<file path="src/rtl/exc_entry_capture.sv">
module exc_entry_capture #(
  parameter int XLEN = 64,
  parameter int CODE_W = 4,
  parameter logic [63:0] RELOC_BASE = 64'hC000_0000_0000_4000
) (
  input  logic                    clk,
  input  logic                    rst_n,
  input  logic                    take_exc,
  input  logic [CODE_W-1:0]       exc_code,
  input  logic [XLEN-1:0]         pc,
  input  logic [XLEN-1:0]         cur_state,
  input  logic [1:0]              core_kind,
  input  logic                    hv_present,
  input  logic                    part_ile,
  input  logic                    hv_ile,
  input  logic                    reloc_en,
  input  logic                    alt_pair_en,
  input  logic [XLEN-1:0]         vec_prefix,
  input  logic [(1<<CODE_W)-1:0]  vec_undef,
  input  logic                    pm_enter,
  output logic [XLEN-1:0]         save_addr,
  output logic [XLEN-1:0]         save_state,
  output logic [XLEN-1:0]         alt_addr,
  output logic [XLEN-1:0]         alt_state,
  output logic [XLEN-1:0]         new_state,
  output logic [XLEN-1:0]         handler_vec,
  output logic                    done,
  output logic                    cfg_err,
  output logic                    in_powersave
);

  localparam int B_LE   = 0;
  localparam int B_DR   = 4;
  localparam int B_IR   = 5;
  localparam int B_ME   = 12;
  localparam int B_ILE  = 16;
  localparam int B_WAKE = 16;
  localparam int B_RSN  = 18;
  localparam int B_HV   = XLEN - 4;
  localparam logic [XLEN-1:0] MBZ      = XLEN'(64'h783F_0000);
  localparam logic [XLEN-1:0] WAKE_FLD = XLEN'(6'h3F) << B_WAKE;

  localparam logic [CODE_W-1:0] EC_RESET  = CODE_W'(0);
  localparam logic [CODE_W-1:0] EC_MCHECK = CODE_W'(1);
  localparam logic [CODE_W-1:0] EC_DSTOR  = CODE_W'(2);
  localparam logic [CODE_W-1:0] EC_ISTOR  = CODE_W'(3);
  localparam logic [CODE_W-1:0] EC_EXT    = CODE_W'(4);
  localparam logic [CODE_W-1:0] EC_ALIGN  = CODE_W'(5);
  localparam logic [CODE_W-1:0] EC_PROG   = CODE_W'(6);
  localparam logic [CODE_W-1:0] EC_DECR   = CODE_W'(8);
  localparam logic [CODE_W-1:0] EC_DBELL  = CODE_W'(9);
  localparam logic [CODE_W-1:0] EC_HDBELL = CODE_W'(10);
  localparam logic [CODE_W-1:0] EC_HMAINT = CODE_W'(11);
  localparam logic [CODE_W-1:0] EC_HDECR  = CODE_W'(12);
  localparam logic [CODE_W-1:0] EC_HDSTOR = CODE_W'(13);
  localparam logic [CODE_W-1:0] EC_DEBUG  = CODE_W'(15);

  localparam logic [1:0] KIND_EMB  = 2'd1;
  localparam logic [1:0] KIND_SRVA = 2'd2;
  localparam logic [1:0] KIND_SRVB = 2'd3;

  function automatic logic hv_class(input logic [CODE_W-1:0] c);
    return (c == EC_HDBELL) || (c == EC_HMAINT) || (c == EC_HDECR) || (c == EC_HDSTOR);
  endfunction

  function automatic logic [15:0] vec_offset(input logic [CODE_W-1:0] c);
    case (c)
      4'd0:    return 16'h0100;
      4'd1:    return 16'h0200;
      4'd2:    return 16'h0300;
      4'd3:    return 16'h0400;
      4'd4:    return 16'h0500;
      4'd5:    return 16'h0600;
      4'd6:    return 16'h0700;
      4'd7:    return 16'h0C00;
      4'd8:    return 16'h0900;
      4'd9:    return 16'h0A00;
      4'd10:   return 16'h0E80;
      4'd11:   return 16'h0EA0;
      4'd12:   return 16'h0980;
      4'd13:   return 16'h0E00;
      4'd14:   return 16'h0F00;
      default: return 16'h0D00;
    endcase
  endfunction

  logic              ps_q;
  logic              wake;
  logic [3:0]        reason;
  logic              reason_ok;
  logic [CODE_W-1:0] eff;
  logic              raise_hv, cur_sync, hv_up, reloc, le, err_d, alt_wr;
  logic [XLEN-1:0]   addr_d, base_st, state_d, nst, nstate_d, vec_d;

  always_comb begin
    reason_ok = 1'b1;
    case (exc_code)
      EC_RESET:  reason = 4'h4;
      EC_EXT:    reason = 4'h8;
      EC_DECR:   reason = 4'h6;
      EC_DBELL:  reason = 4'h5;
      EC_HDBELL: reason = 4'h3;
      EC_HMAINT: reason = 4'hA;
      default: begin
        reason    = 4'h0;
        reason_ok = 1'b0;
      end
    endcase
  end

  assign wake     = ps_q && (exc_code != EC_MCHECK);
  assign eff      = wake ? EC_RESET : exc_code;
  assign raise_hv = hv_class(eff) || (hv_present && (eff == EC_MCHECK || eff == EC_RESET));
  assign cur_sync = (eff == EC_DSTOR) || (eff == EC_ISTOR) || (eff == EC_ALIGN) ||
                    (eff == EC_PROG)  || (eff == EC_HDSTOR);
  assign addr_d   = cur_sync ? pc - XLEN'(4) : pc;
  assign base_st  = (core_kind == KIND_EMB) ? cur_state : (cur_state & ~MBZ);
  assign state_d  = wake ? ((base_st & ~WAKE_FLD) | (XLEN'(1) << B_WAKE) | (XLEN'(reason) << B_RSN))
                         : base_st;

  always_comb begin
    nst       = '0;
    nst[B_ME] = cur_state[B_ME] && (eff != EC_MCHECK);
    nst[B_HV] = cur_state[B_HV] || raise_hv;
  end

  assign hv_up = nst[B_HV] && !cur_state[B_HV];
  assign reloc = reloc_en && cur_state[B_IR] && cur_state[B_DR] && !hv_up;

  always_comb begin
    case (core_kind)
      KIND_SRVA: le = !nst[B_HV] && part_ile;
      KIND_SRVB: le = nst[B_HV] ? hv_ile : part_ile;
      default:   le = cur_state[B_ILE];
    endcase
  end

  assign nstate_d = nst | (XLEN'(le) << B_LE) |
                    (reloc ? ((XLEN'(1) << B_IR) | (XLEN'(1) << B_DR)) : '0);
  assign vec_d    = XLEN'(vec_offset(eff)) | (reloc ? XLEN'(RELOC_BASE) : vec_prefix);
  assign err_d    = vec_undef[eff] || (hv_class(exc_code) && !hv_present) || (wake && !reason_ok);
  assign alt_wr   = alt_pair_en && (eff == EC_MCHECK || eff == EC_DEBUG);

  always_ff @(posedge clk) begin
    if (!rst_n) begin
      save_addr   <= '0;
      save_state  <= '0;
      alt_addr    <= '0;
      alt_state   <= '0;
      new_state   <= '0;
      handler_vec <= '0;
      done        <= 1'b0;
      cfg_err     <= 1'b0;
      ps_q        <= 1'b0;
    end else begin
      done <= take_exc;
      if (take_exc) begin
        save_addr   <= addr_d;
        save_state  <= state_d;
        new_state   <= nstate_d;
        handler_vec <= vec_d;
        cfg_err     <= err_d;
        if (alt_wr) begin
          alt_addr  <= addr_d;
          alt_state <= state_d;
        end
      end
      if (pm_enter)
        ps_q <= 1'b1;
      else if (take_exc && wake)
        ps_q <= 1'b0;
    end
  end

  assign in_powersave = ps_q;

  a_r12_done_follows_strobe: assert property (@(posedge clk) disable iff (!rst_n)
    take_exc |=> done);

  a_r12_done_needs_strobe: assert property (@(posedge clk) disable iff (!rst_n)
    done |-> $past(take_exc));

  a_r4_wakeup_clears_flag: assert property (@(posedge clk) disable iff (!rst_n)
    (in_powersave && take_exc && exc_code != EC_MCHECK && !pm_enter) |=> !in_powersave);

  a_r4_mcheck_keeps_flag: assert property (@(posedge clk) disable iff (!rst_n)
    (in_powersave && take_exc && exc_code == EC_MCHECK) |=> in_powersave);

  a_r3_mcheck_drops_me: assert property (@(posedge clk) disable iff (!rst_n)
    (take_exc && exc_code == EC_MCHECK) |=> !new_state[B_ME]);

  a_r6_alt_mirrors: assert property (@(posedge clk) disable iff (!rst_n)
    (take_exc && alt_pair_en && (exc_code == EC_MCHECK || exc_code == EC_DEBUG))
      |=> (alt_addr == save_addr && alt_state == save_state));

  a_r12_hold_when_idle: assert property (@(posedge clk) disable iff (!rst_n)
    !take_exc |=> ($stable(save_addr) && $stable(handler_vec) && $stable(new_state)));

endmodule

</file>
<file path="config.mk">
export PLATFORM = sky130hd
export DESIGN_NAME = exc_entry_capture
export DESIGN_NICKNAME = d
export VERILOG_FILES = /design/src/rtl/exc_entry_capture.sv
export SDC_FILE = /design/constraint.sdc
export NUM_CORES = 1
export LEC_CHECK = 0
export CORE_AREA = 2 2 237 239
export CTS_CLUSTER_DIAMETER = 150
export DETAILED_ROUTE_END_ITERATION = 10
export DIE_AREA = 0 0 239 241
export PLACE_DENSITY = 0.54
export SLEW_MARGIN = 40
export SYNTH_ARGS = -nofsm -noshare
export SYNTH_HDL_FRONTEND = slang
export SYNTH_SLANG_ARGS = --single-unit
export TNS_END_PERCENT = 50
</file>
<file path="constraint.sdc">
create_clock -name clk -period 5.06 [get_ports clk]
set_input_delay 1.012 -clock clk [delete_from_list [all_inputs] [get_ports clk]]
set_output_delay 1.012 -clock clk [all_outputs]
set_load 0.01 [all_outputs]
</file>
# Word level (Yosys, flattened, before mapping)
# Memory sizes are Yosys's and may differ from the RTL's.
# Index checks and enable logic that the tools add are counted.
[totals] regBits=387 latch_bits=0 ram_bits=0 romBits=96 input_bits=223 out_inout_bits=387 wordCells=90 n_memories=1
[mem_list] name="(no name shown)" words=16 word_bits=6 read_ports=1 rd_ports_with_merged_regs=0 write_ports=0 line="67" rtl="case (c)"
[op_classes] add_sub_neg=1 multipliers=0 n_div=0 order_cmp=1 n_eq_ne=22 n_shift=0 mux=14 bitwise_logic=4 reduce_logical=38
[ops] op="64-bit 2-to-1 mux" n=3
[ops] op="16-bit by 64-bit OR with 64-bit output" n=1
[ops] op="64-bit by 22-bit OR with 64-bit output" n=1
[ops] op="64-bit by 3-bit subtractor with 64-bit output, second input constant" n=1
[ops] op="61-bit by 1-bit OR with 61-bit output" n=1
[ops] op="61-bit by 6-bit OR with 61-bit output" n=1
[ops] op="4-bit equality test, second input constant" n=11
[ops] op="31-bit 2-to-1 mux" n=1
[ops] op="4-bit one-hot mux with 6 select lines" n=1
[ops] op="1-bit logical OR" n=16
[ops] op="4-bit by 3-bit equality test with 1-bit output, second input constant" n=3
[ops] op="1-bit logical AND" n=12
[ops] op="4-bit by 2-bit equality test with 1-bit output, second input constant" n=2
[ops] op="4-bit logical NOT" n=2
[ops] op="4-bit by 1-bit != test with 1-bit output, second input constant" n=2
[ops] op="6-bit 2-to-1 mux" n=1
[ops] op="6-bit OR reduction" n=1
[ops] op="1-bit logical NOT" n=5
[ops] op="4-bit by 5-bit < comparator with 1-bit output, second input constant" n=1
[ops] op="1-bit 2-to-1 mux" n=5
[ops] op="1-bit binary-select mux with 4-bit select" n=1
[ops] op="2-bit equality test, second input constant" n=2
[ops] op="4-bit by 1-bit equality test with 1-bit output, second input constant" n=1
[ops] op="4-bit 2-to-1 mux" n=1
[ops] op="other kinds (4)" n=4

# Logic depth before layout (Yosys ltp)
[depth] word_depth=14 mapped_depth=9 depth_no_buf=7

# Worst setup path before layout
# Ideal clock, no wire load.
[synth_path] kind="input -> register" start="input pc[26]" end="register alt_addr[33]" setup_time_ns=0.137 arrival_time_ns=2.876 required_time_ns=4.923 setup_slack_ns=2.047 path_stages=8 path_buffers=3 path_cell_list="or4_1 > buf_2 > nor4_4 > nand4_1 > buf_2 > buf_2 > o31ai_1 > a31oi_1"
[synth_via] elab_chain_cells=2
[synth_lines] item="from (decl)" line="10" rtl="input logic [XLEN-1:0] pc,"
[synth_lines] item="64-bit by 3-bit subtractor with 64-bit output" line="116" rtl="assign addr_d = cur_sync ? pc - XLEN'(4) : pc;"
[synth_lines] item="64-bit 2-to-1 mux" line="116"
[synth_lines] item="to (signal assigned)" line="164" rtl="alt_addr <= addr_d;"
[synth_lines] item="to (decl)" line="23" rtl="output logic [XLEN-1:0] alt_addr,"
# No other way between the ends.
# A chain may end at the register's enable or synchronous reset.

# Worst setup path after layout
[layout_path] start="input pc[8]" end="register alt_addr[22]"
# Same word-level chain as after synthesis.

==> impl_metrics.env <==
export IMPL_reg2reg_slack_ps=2300
export IMPL_gp_congestion=0.806
export IMPL_p_leak_nw=7.44
export IMPL_grt_usage=0.186
export IMPL_synth_edf_count=0
export IMPL_synth_xor_area_share=0.0195
export IMPL_die_width_um=239
export IMPL_drt_pass1_iterations=5
export IMPL_cts_sinks=327
export IMPL_ys_flop_type="dfxtp_1"
export IMPL_netlist_area_leader_share=0.470
export IMPL_placed_cells=2761
export IMPL_synth_mux_area_frac=0.0448
export IMPL_timing_rr_start="in_powersave"
export IMPL_yosys_area_top_type="dfxtp_1"
export IMPL_synth_compound_area_frac=0.211
export IMPL_swShare=0.253
export IMPL_cts_tree="done"
export IMPL_nets=2326
export IMPL_post_drt_wl_per_cell_um=20.1
export IMPL_start_util=0.254
export IMPL_via_count=13700
export IMPL_p_clk_frac=0.453
export IMPL_drc=0
export IMPL_crit_required_ps=5460
export IMPL_ys_ff_latch=327
export IMPL_cts_root_buffer="clkbuf_16"
export IMPL_ff2ff_path_depth=5
export IMPL_finalCriticalPeriod_ps=3410
export IMPL_placed_area_um2=19800
export IMPL_viasPerCell=4.82
export IMPL_p_seq_frac=0.407
export IMPL_critPathArrivalTime_ps=3810
export IMPL_wirelength_um=56900
export IMPL_stdcell_count=2838
export IMPL_fin_setup_tns_ps=0
export IMPL_place_worst_setup_slack_ps=1090
export IMPL_clk_latency_ps=550
export IMPL_fin_crit_sh=0.673
export IMPL_setup_viol=0
export IMPL_die_height_um=241
export IMPL_grt_antenna_before_repair=5
export IMPL_endpoint_kind="register"
export IMPL_io_pins=610
export IMPL_synth_area_um2=13900
export IMPL_synth_area_leaders="dfxtp_1 47%, a21oi_1 6.6%, o21ai_0 5.3%"
export IMPL_finClkSkew_ps=16.2
export IMPL_cts_buffer_depth=3
export IMPL_setup_ws_ps=1650
export IMPL_comb_power_share=0.140
export IMPL_fillers=5499
export IMPL_dp_hpwl_um=40600
export IMPL_grt_pass1_vias=13300
export IMPL_core_um2=54900
export IMPL_dieArea_um2=57600
export IMPL_reg2reg_to="alt_addr[22]"
export IMPL_cp_max_fo=19
export IMPL_worst_slew_pin_slew_ps=851
export IMPL_cts_htree_levels=2
export IMPL_powerDensity_nw_per_um2=317
export IMPL_hold_violations=0
export IMPL_drtIter0Drc=759
export IMPL_syn2layout_area_growth_pct=53.1
export IMPL_start_kind="input pin"
export IMPL_maxSlewHeadroom=0.428
export IMPL_ys_warn_count=0
export IMPL_synthAdderAreaFrac=0.000898
export IMPL_ir_drop_mv=0.224
export IMPL_async_reset_ff_frac=0
export IMPL_ys_seq_area_frac=0.470
export IMPL_worstSetupPathType="input pin to register"
export IMPL_hp_class="register to register"
export IMPL_multi_input_area_um2=6590
export IMPL_cts_hold_buf=0
export IMPL_synth_simple_area_share=0.179
export IMPL_synthesis_instances=1621
export IMPL_p_int_mw=5.06
export IMPL_utilization=0.389
export IMPL_fmaxAchievable_ghz=0.294
export IMPL_grt_overflow_total=0
export IMPL_grt_start_max_net_pins=177
export IMPL_timing_critical_path_to="alt_addr[22]"
export IMPL_synthDistinctLibCells=54
export IMPL_seq_area_um2=6550
export IMPL_drive_gt1_frac=0.0628
export IMPL_yosysMostFrequentCell="dfxtp_1"
export IMPL_hold_slack_ps=452
export IMPL_maxCapViolations=0
export IMPL_synth_top_family_by_area="compound AO/OA/AOI/OAI gates"
export IMPL_grt_pass1_wl_um=82600
export IMPL_startpoint="pc[8]"
export IMPL_outcome="complete, no violations"
export IMPL_cts_inserted_buffers=41
export IMPL_clk_pin_slew_ps=60
export IMPL_final_area_um2=21300
export IMPL_power_switching_mw=1.71
export IMPL_totalPowerFinal_mw=6.77
export IMPL_cts_resized=0
export IMPL_cts_setup_buffers=0
export IMPL_portBuffers=550
export IMPL_drv_slew=0
export IMPL_ys_top_cells_by_count="327 x dfxtp_1, 185 x a21oi_1, 148 x o21ai_0"
export IMPL_avgSynthCellArea_um2=8.60
export IMPL_placementRows=86
export IMPL_ant_nets=0
export IMPL_rsz0062_at_grt="no"
==> layout by cell type, fill, tap and decap left out, types with 5 or more instances in the layout <==
master | synthesis | final
o211ai_1 | 56 | 56
or3_1 | 22 | 22
clkbuf_8 | 0 | 13
nor4_2 | 9 | 9
nor4b_1 | 6 | 6
clkbuf_16 | 0 | 43
nor3_1 | 11 | 11
o21ai_0 | 148 | 148
dfxtp_1 | 327 | 327
nor4_1 | 12 | 12
clkdlybuf4s50_1 | 0 | 548
or4_1 | 32 | 31
a31oi_1 | 62 | 62
nand3_1 | 33 | 32
or2_2 | 9 | 9
a211oi_1 | 22 | 22
nand2b_1 | 67 | 67
nand4_1 | 8 | 8
inv_1 | 12 | 12
clkinv_2 | 0 | 7
nand2_1 | 142 | 142
buf_12 | 0 | 5
nor2_1 | 101 | 101
a21oi_1 | 185 | 184
nor2b_1 | 5 | 5
o31ai_1 | 22 | 22
xor2_1 | 6 | 6
mux2i_1 | 59 | 59
clkbuf_1 | 122 | 6
buf_4 | 60 | 23
conb_1 | 1 | 59
xnor2_1 | 25 | 25
==> sequential cells by signal, indices dropped and copies added (netlist names) <==
register	flops
cfg_err	1
new_state	4
in_powersave	1
done	1
save_state	64
alt_state	64
save_addr	64
alt_addr	64
handler_vec	64
==> metal layers <==
layer / wire, um / vias to the layer above / part of all wire / track usage
met2: 27600 / 437 / 0.49 / 0.316
met1: 23600 / 6530 / 0.41 / 0.227
met5: 57 / - / 0.0010 / 0
met4: 1090 / 8 / 0.019 / 0.0470
li1: - / 6635 / - / -
met3: 4560 / 74 / 0.080 / 0.0620
==> area by class of cell <==
type                            instances  area share
Multi-Input combinational cell       1139       0.309
Sequential cell                       327       0.307
Timing Repair Buffer                  580       0.274
Clock buffer                           62      0.0599
Tap cell                              704      0.0413
Clock inverter                         12     0.00663
Inverter                               13     0.00264
Antenna cell                            1    0.000117
==> power groups by stage <==
stage | logic (mW) | clock network, mW | registers [mW]
6_report | 0.949 | 3.07 | 2.75
5_1_grt | 1.03 | 3.27 | 2.76
4_1_cts | 0.954 | 3.16 | 2.75
3_5_place_dp | 0.949 | 0 | 2.81
3_3_place_gp | 0.944 | 0 | 2.80
2_1_floorplan | 0.360 | 0 | 2.85
==> how the worst min path moves through the flow <==
| stage | start | endpoint | slack, ps | cells after the start |
|---|---|---|---|---|
| finish | alt_state[62] | alt_state[62] | 450 | 2 |
| global route | alt_state[33] | alt_state[33] | 470 | 2 |
| CTS | alt_state[62] | alt_state[62] | 450 | 2 |
| detailed placement | alt_state[62] | alt_state[62] | 450 | 2 |
| global placement | alt_state[17] | alt_state[17] | 440 | 2 |
| floorplan | alt_addr[0] | alt_addr[0] | 480 | 2 |
==> logic make-up after synthesis <==
family	after synthesis
AO/OA/AOI/OAI	511
AND/OR/NAND/NOR	475
flip-flops	327
buffers and inverters	213
multiplexers	62
XOR/XNOR	31
adder cells (fa/ha/maj)	1
other	1
==> critical path: stages <==
cell and delay [ps]:
clkdlybuf4s50_1 470, or4_4 590, or4_2 850, or4b_1 610
xor2_1 190, a21oi_1 90
No activity file was read; power rests on OpenSTA's default activity.
